===== config.mk =====
export PLATFORM = sky130hd
export DESIGN_NAME = vwq_txq
export DESIGN_NICKNAME = d
export VERILOG_FILES = /design/src/rtl/vwq_pkg.sv /design/src/rtl/vwq_tx_store.sv /design/src/rtl/vwq_width_q.sv /design/src/rtl/vwq_rx_pack.sv /design/src/rtl/vwq_txq.sv
export SDC_FILE = /design/constraint.sdc
export NUM_CORES = 1
export LEC_CHECK = 0
export BUFFER_PORTS_ARGS = -buffer_cell sky130_fd_sc_hd__buf_2
export CORE_MARGIN = 1.5
export CORE_UTILIZATION = 36
export DETAILED_ROUTE_END_ITERATION = 8
export GPL_ROUTABILITY_DRIVEN = 0
export PLACE_DENSITY_LB_ADDON = 0.2
export SLEW_MARGIN = 20
export SYNTH_ARGS = -nofsm -noshare
export SYNTH_HDL_FRONTEND = slang
export SYNTH_HIERARCHICAL = 1
export SYNTH_SLANG_ARGS = --single-unit

===== constraint.sdc =====
create_clock -name clk -period 12.9 [get_ports clk]
set_input_delay 3.225 -clock clk [delete_from_list [all_inputs] [get_ports clk]]
set_output_delay 3.225 -clock clk [all_outputs]
set_load 0.01 [all_outputs]

===== src/rtl/vwq_pkg.sv =====
package vwq_pkg;

  // Write address select: the code fixes how many bytes are enqueued.
  typedef enum logic [1:0] {
    SEL_FOUR  = 2'd0,
    SEL_ONE   = 2'd1,
    SEL_TWO   = 2'd2,
    SEL_THREE = 2'd3
  } wsel_e;

  // Byte count carried by a select code (1..4).
  function automatic logic [2:0] sel_bytes(input logic [1:0] sel);
    return (sel == SEL_FOUR) ? 3'd4 : {1'b0, sel};
  endfunction

endpackage


===== src/rtl/vwq_tx_store.sv =====
// Banked byte store: up to four bytes in per cycle, one byte out per cycle.
// Byte with absolute index p lives in bank p[1:0] at row p[AW-1:2], so a
// multi-byte write touches each bank at most once.
module vwq_tx_store #(
  parameter int DEPTH = 16
) (
  input  logic                     clk,
  input  logic                     rst,
  input  logic                     push,
  input  logic [2:0]               push_n,
  input  logic [31:0]              push_data,
  input  logic                     tx_ready,
  output logic                     tx_valid,
  output logic [7:0]               tx_byte,
  output logic [$clog2(DEPTH):0]   level
);
  localparam int AW    = $clog2(DEPTH);
  localparam int ROWS  = DEPTH / 4;
  localparam int LANES = 4;

  logic [AW:0] wptr, rptr;
  logic [7:0]  bank_rd [LANES];
  logic        load;

  assign level = wptr - rptr;
  assign load  = (level != '0) && (!tx_valid || tx_ready);

  for (genvar b = 0; b < LANES; b++) begin : g_bank
    localparam logic [1:0] LANE = 2'(b);
    logic [7:0]    mem [ROWS];
    logic [1:0]    off;
    logic [AW:0]   pos;
    logic          we;
    logic [7:0]    wd;

    assign off = LANE - wptr[1:0];
    assign pos = wptr + {{(AW - 1){1'b0}}, off};
    assign we  = push && ({1'b0, off} < push_n);
    assign wd  = push_data[{off, 3'b000} +: 8];

    always_ff @(posedge clk) begin
      if (we) mem[pos[AW-1:2]] <= wd;
    end

    assign bank_rd[b] = mem[rptr[AW-1:2]];
  end

  always_ff @(posedge clk) begin
    if (rst) begin
      wptr     <= '0;
      rptr     <= '0;
      tx_valid <= 1'b0;
      tx_byte  <= '0;
    end else begin
      if (push) wptr <= wptr + {{(AW - 2){1'b0}}, push_n};
      if (load) begin
        tx_byte  <= bank_rd[rptr[1:0]];
        tx_valid <= 1'b1;
        rptr     <= rptr + 1'b1;
      end else if (tx_ready) begin
        tx_valid <= 1'b0;
      end
    end
  end

endmodule


===== src/rtl/vwq_width_q.sv =====
// Side queue of select codes, one entry per accepted write.
module vwq_width_q #(
  parameter int WDEPTH = 16
) (
  input  logic       clk,
  input  logic       rst,
  input  logic       push,
  input  logic [1:0] push_code,
  input  logic       pop,
  output logic       head_valid,
  output logic [2:0] head_bytes,
  output logic       full
);
  import vwq_pkg::*;
  localparam int AW = $clog2(WDEPTH);

  logic [1:0]  mem [WDEPTH];
  logic [AW:0] wptr, rptr, count;

  assign count      = wptr - rptr;
  assign full       = (count == (AW + 1)'(WDEPTH));
  assign head_valid = (count != '0);
  assign head_bytes = sel_bytes(mem[rptr[AW-1:0]]);

  always_ff @(posedge clk) begin
    if (push) mem[wptr[AW-1:0]] <= push_code;
  end

  always_ff @(posedge clk) begin
    if (rst) begin
      wptr <= '0;
      rptr <= '0;
    end else begin
      if (push) wptr <= wptr + 1'b1;
      if (pop)  rptr <= rptr + 1'b1;
    end
  end

endmodule


===== src/rtl/vwq_rx_pack.sv =====
// Gathers received bytes, least significant lane first, into a word whose
// size is the head entry of the width queue.
module vwq_rx_pack (
  input  logic        clk,
  input  logic        rst,
  input  logic        rx_valid,
  input  logic [7:0]  rx_byte,
  input  logic        head_valid,
  input  logic [2:0]  head_bytes,
  output logic        pop,
  output logic        rx_word_valid,
  output logic [31:0] rx_word,
  output logic [2:0]  rx_word_bytes
);
  logic [1:0]  lane_cnt;
  logic [31:0] acc, merged;
  logic        take;

  assign take   = rx_valid && head_valid;
  assign pop    = take && (({1'b0, lane_cnt} + 3'd1) == head_bytes);
  assign merged = acc | ({24'h0, rx_byte} << {lane_cnt, 3'b000});

  always_ff @(posedge clk) begin
    if (rst) begin
      lane_cnt      <= '0;
      acc           <= '0;
      rx_word       <= '0;
      rx_word_bytes <= '0;
      rx_word_valid <= 1'b0;
    end else begin
      rx_word_valid <= 1'b0;
      if (pop) begin
        rx_word       <= merged;
        rx_word_bytes <= head_bytes;
        rx_word_valid <= 1'b1;
        acc           <= '0;
        lane_cnt      <= '0;
      end else if (take) begin
        acc      <= merged;
        lane_cnt <= lane_cnt + 1'b1;
      end
    end
  end

endmodule


===== src/rtl/vwq_txq.sv =====
// Top: admission control over the byte store and the width side queue.
module vwq_txq #(
  parameter int DEPTH  = 16,
  parameter int WDEPTH = 16
) (
  input  logic                     clk,
  input  logic                     rst,
  input  logic                     wr_en,
  input  logic [1:0]               wr_sel,
  input  logic [31:0]              wr_data,
  input  logic                     tx_ready,
  output logic                     tx_valid,
  output logic [7:0]               tx_byte,
  input  logic                     rx_valid,
  input  logic [7:0]               rx_byte,
  output logic                     rx_word_valid,
  output logic [31:0]              rx_word,
  output logic [2:0]               rx_word_bytes,
  output logic [$clog2(DEPTH):0]   tx_level,
  output logic                     tx_full,
  output logic                     tx_empty,
  output logic                     overflow
);
  import vwq_pkg::*;
  localparam int LW = $clog2(DEPTH) + 1;

  logic [2:0]  nbytes;
  logic [LW:0] need;
  logic        fits, accept, wq_full, head_valid, rx_pop;
  logic [2:0]  head_bytes;

  assign nbytes = sel_bytes(wr_sel);
  assign need   = {1'b0, tx_level} + {{(LW - 2){1'b0}}, nbytes};
  assign fits   = (need <= (LW + 1)'(DEPTH)) && !wq_full;
  assign accept = wr_en && fits;

  assign tx_full  = (tx_level == LW'(DEPTH));
  assign tx_empty = (tx_level == '0) && !tx_valid;

  always_ff @(posedge clk) begin
    if (rst)                 overflow <= 1'b0;
    else if (wr_en && !fits) overflow <= 1'b1;
  end

  vwq_tx_store #(.DEPTH(DEPTH)) store_i (
    .clk(clk), .rst(rst),
    .push(accept), .push_n(nbytes), .push_data(wr_data),
    .tx_ready(tx_ready), .tx_valid(tx_valid), .tx_byte(tx_byte),
    .level(tx_level)
  );

  vwq_width_q #(.WDEPTH(WDEPTH)) wq_i (
    .clk(clk), .rst(rst),
    .push(accept), .push_code(wr_sel), .pop(rx_pop),
    .head_valid(head_valid), .head_bytes(head_bytes), .full(wq_full)
  );

  vwq_rx_pack pack_i (
    .clk(clk), .rst(rst),
    .rx_valid(rx_valid), .rx_byte(rx_byte),
    .head_valid(head_valid), .head_bytes(head_bytes), .pop(rx_pop),
    .rx_word_valid(rx_word_valid), .rx_word(rx_word),
    .rx_word_bytes(rx_word_bytes)
  );

endmodule


==> metrics.log <==
INFO  metric timing.final.crit_share = approximately 51%
INFO  metric r2r_cells = 13
INFO  metric cts_resized = 0
INFO  metric p_leak = 5.19 nW
INFO  metric holdPathStages = 2
INFO  metric required = around 9700 ps
INFO  metric vertical_die_dimension = about 190 µm
INFO  metric floorplan.initialDensity = between 30% and 40%
INFO  metric cts-buffers-inserted = 29
INFO  metric synthDominantAreaCellType = sky130_fd_sc_hd__edfxtp_1
INFO  metric max-vdd-ir-drop = 0.000123 V
INFO  metric pin_count_of_the_biggest_net_entering_global_routing = between 60 and 70
INFO  metric die_x = roughly 190 µm
INFO  metric finClkSkew = 9.07 ps
INFO  metric clkSinkCount = 266
INFO  metric post-cts-setup-buffer-count = 0
INFO  metric max-slew-margin-rel = 33.7%
INFO  metric detail_route.wl_per_cell = 18.4 µm
INFO  metric synth_seq_area_share = a little under three fifths
INFO  metric post_cts_hold_buffer_count = 0
INFO  metric timing.setup.tns = 0 ps
INFO  metric layout_stage_area_growth_over_the_synthesis_result = 14.7%
INFO  metric placement_rows = 67
INFO  metric synth_enable_flop_cells = 160
INFO  metric synthDominantCellAreaShare = between 30 and 40%
INFO  metric clk_root_buffer_cell = sky130_fd_sc_hd__clkbuf_16
INFO  metric setup_violations = 0
INFO  metric gr-total-overflow = 0
INFO  metric kind_of_capture_point_of_the_worst_setup_path = output pin
INFO  metric timing_hold_violations_final = 0
INFO  metric crit_chain = buf_4 -> inv_1 -> ha_1 -> inv_1 -> fa_1 -> or4_4 -> nor3_1 -> buf_2
INFO  metric tritoncts = yes
INFO  metric synth_warnings = 6
INFO  metric peak_per_stage_delay_on_the_critical_path = around 570 ps
INFO  metric route.vias.total = about 7600
INFO  metric clk_pin_slew_worst_paths = ~60 ps
INFO  metric synth.area.top_cells = sky130_fd_sc_hd__edfxtp_1 (39%), sky130_fd_sc_hd__dfxtp_1 (17%), sky130_fd_sc_hd__mux4_2 (13%), sky130_fd_sc_hd__ha_1 (3.3%), sky130_fd_sc_hd__mux2i_1 (2.7%)
INFO  metric hp-start = pack_i/rx_word[20]
INFO  metric outcome = finished, final reports clean
INFO  metric min_clock_period_post_route = ~6600 ps
INFO  metric stdcell_area = 14100 µm²
INFO  metric crit_type = reg -> out
INFO  metric synth_cells = 926
INFO  metric dp_hpwl = ~19000 µm
INFO  metric max_freq = 152 MHz
INFO  metric clk_latency = approximately 540 ps
INFO  metric first_global_vias = approximately 7500
INFO  metric post_synth.cell_area_avg = 13.3 µm²
INFO  metric design.final.nets = about 1100
INFO  metric min_to = pack_i/rx_word[20]
INFO  metric reg2reg_setup_slack = 8250 ps
INFO  metric drt_iter0_drcs = between 500 and 600
INFO  metric maximum_clock_insertion_buffer_count = 3
INFO  metric startpoint_type_of_the_worst_setup_path = flop
INFO  metric final_layout_size_suffix_gt1_share = roughly a quarter
INFO  metric postSynth.topFlopCell = sky130_fd_sc_hd__edfxtp_1
INFO  metric grt_antenna_before_repair = 0
INFO  metric cp_data_arrival_time = 3340 ps
INFO  metric post-layout-total-power = 2.92 mW
INFO  metric drcViolationCount = 0
INFO  metric path_common_cell = sky130_fd_sc_hd__inv_1
INFO  metric antenna_left = 0
INFO  metric htreeDepth = 1
INFO  metric netlist_area = 12300 µm²
INFO  metric num_io_pins = 100
INFO  metric synthDistinctLibCells = 56
INFO  metric timing_worst_slew_pin_value = 987 ps
INFO  metric die-area = between 30000 and 40000 µm²
INFO  metric route.detailed.vias_per_inst = approximately 5.2
INFO  metric drt-pass1-iter-count = 5
INFO  metric grtUsageTotal = about 16%
INFO  metric synth_fp_nets = 1008
INFO  metric wire_length_of_the_first_global_routing_pass = between 40000 and 50000 µm
INFO  metric synth_seq_cells = around 270
INFO  metric reg2reg_to = store_i/g_bank[3].mem[2][5]
INFO  metric postPlaceCellArea = 13200 µm²
INFO  metric critical_path.slowest_cell = sky130_fd_sc_hd__or4_4
INFO  metric n_antenna_cell = 0
INFO  metric hold_path_class = reg -> reg
INFO  metric critPathMaxFanout = 38
INFO  metric detail_route.wirelength = roughly 27000 µm
INFO  metric drv.max_cap_violation_count = 0
INFO  metric power.density = between 200 and 250 nW/µm²
INFO  metric async_flop_share = 0%
INFO  metric rr_startpoint = store_i/wptr[0]
INFO  metric drv_slew = 0
INFO  metric port_buffers = slightly below 100
INFO  metric fp.coreArea = between 30000 and 40000 µm²
INFO  metric grt_setup_unrepaired = false
-- stage by stage --
stage / cells / setup WS, ps / utilization, % / hold WS (ps)
after floorplan: 926 / 6630 / - / 432
after global placement: 1426 / 6000 / 39.4 / 442
after detailed placement: 1426 / 5970 / 39.4 / 449
after CTS: 1479 / 6260 / 42.0 / 457
after global routing: 1479 / 6030 / 42.0 / 468
final: 1479 / 6330 / 42.0 / 453
-- registers in the layout, summed over array words and instances, names as in the netlist, named ones only --
register and flops:
store_i/g_bank.mem 128, pack_i/acc 32, pack_i/rx_word 32, wq_i/mem 32
store_i/tx_byte 8, store_i/rptr 5, store_i/wptr 5, wq_i/rptr 5
wq_i/wptr 5, pack_i/rx_word_bytes 3, pack_i/lane_cnt 2, overflow 1
pack_i/rx_word_valid 1, store_i/tx_valid 1
-- area by class of cell --
| class | count | area [µm²] |
|---|---|---|
| multi-input combinational | 567 | 5010 |
| timing repair buffer | 111 | 586 |
| inverter | 34 | 128 |
| sequential | 266 | 6930 |
| clock buffer | 42 | 805 |
| tap | 448 | 561 |
| fill | 3137 | 19400 |
| clock inverter | 11 | 80.1 |
-- report_power, final --
group / switching [mW] / internal [mW] / leakage, nW
sequential: 0.0573 / 1.09 / 2.31
clock: 0.321 / 0.450 / 0.436
combinational: 0.613 / 0.395 / 2.44
total: 0.991 / 1.93 / 5.19
-- worst max-delay path, delay by kind of cell, from the launching register on --
kind          cells  cell delay [ps]
flops             1              310
buf+inv           4              940
simple gates      2              770
fa+ha+maj         2              760
-- cell families after synthesis --
logic type      share of synthesized area [%]
flops                                    56.4
simple gates                             10.1
compound gates                           7.55
mux                                      17.2
buf+inv                                  3.12
fa+ha+maj                                3.75
xor+xnor                                 1.99
-- per-layer routing --
metal / share of wire [%] / vias to the layer above / track usage (%)
met3: 4.3 / 40 / 2.10
met1: 48 / 3730 / 22.9
li1: - / 3651 / -
met4: 2.8 / 0 / 4.71
met2: 45 / 196 / 24.4
met5: 0 / - / 0
-- worst max-delay path by stage --
stage / end / from
global placement: store_i/g_bank[2].mem[0][1] / wr_sel[1]
global route: tx_empty / store_i/wptr[0]
CTS: tx_empty / store_i/wptr[0]
detailed placement: store_i/g_bank[2].mem[0][7] / wr_sel[1]
finish: tx_empty / store_i/wptr[0]
floorplan: store_i/g_bank[2].mem[0][0] / wr_sel[0]
-- cells in the mapped netlist (10+ instances only) --
cell type                  count
sky130_fd_sc_hd__o211ai_1     12
sky130_fd_sc_hd__nor2_1       88
sky130_fd_sc_hd__a31oi_1      10
sky130_fd_sc_hd__nand2_1      49
sky130_fd_sc_hd__a21oi_1      49
sky130_fd_sc_hd__o21ai_0      30
sky130_fd_sc_hd__clkbuf_1     42
sky130_fd_sc_hd__xnor2_1      14
sky130_fd_sc_hd__edfxtp_1    160
sky130_fd_sc_hd__and2_1       17
sky130_fd_sc_hd__and3b_1      18
sky130_fd_sc_hd__dfxtp_1     106
sky130_fd_sc_hd__mux2i_1      33
sky130_fd_sc_hd__mux4_2       72
sky130_fd_sc_hd__nor3b_1      10
sky130_fd_sc_hd__ha_1         32
sky130_fd_sc_hd__nor2b_1      19
sky130_fd_sc_hd__inv_1        32
sky130_fd_sc_hd__a22oi_1      17
sky130_fd_sc_hd__xor2_1       12
-- placed cells by master (no fill, tap or decap), drive strengths merged, types with 13 or more instances in the layout --
master / instances
mux4: 72
dfxtp: 106
mux2: 14
a21oi: 50
ha: 32
nand2: 49
nor2: 88
buf: 111
mux2i: 33
inv: 33
and2: 17
edfxtp: 160
clkbuf: 42
a22oi: 17
nor2b: 19
xnor2: 14
o21ai: 31
and3b: 18
xor2: 13
No activity file was read; power rests on OpenSTA's default activity.
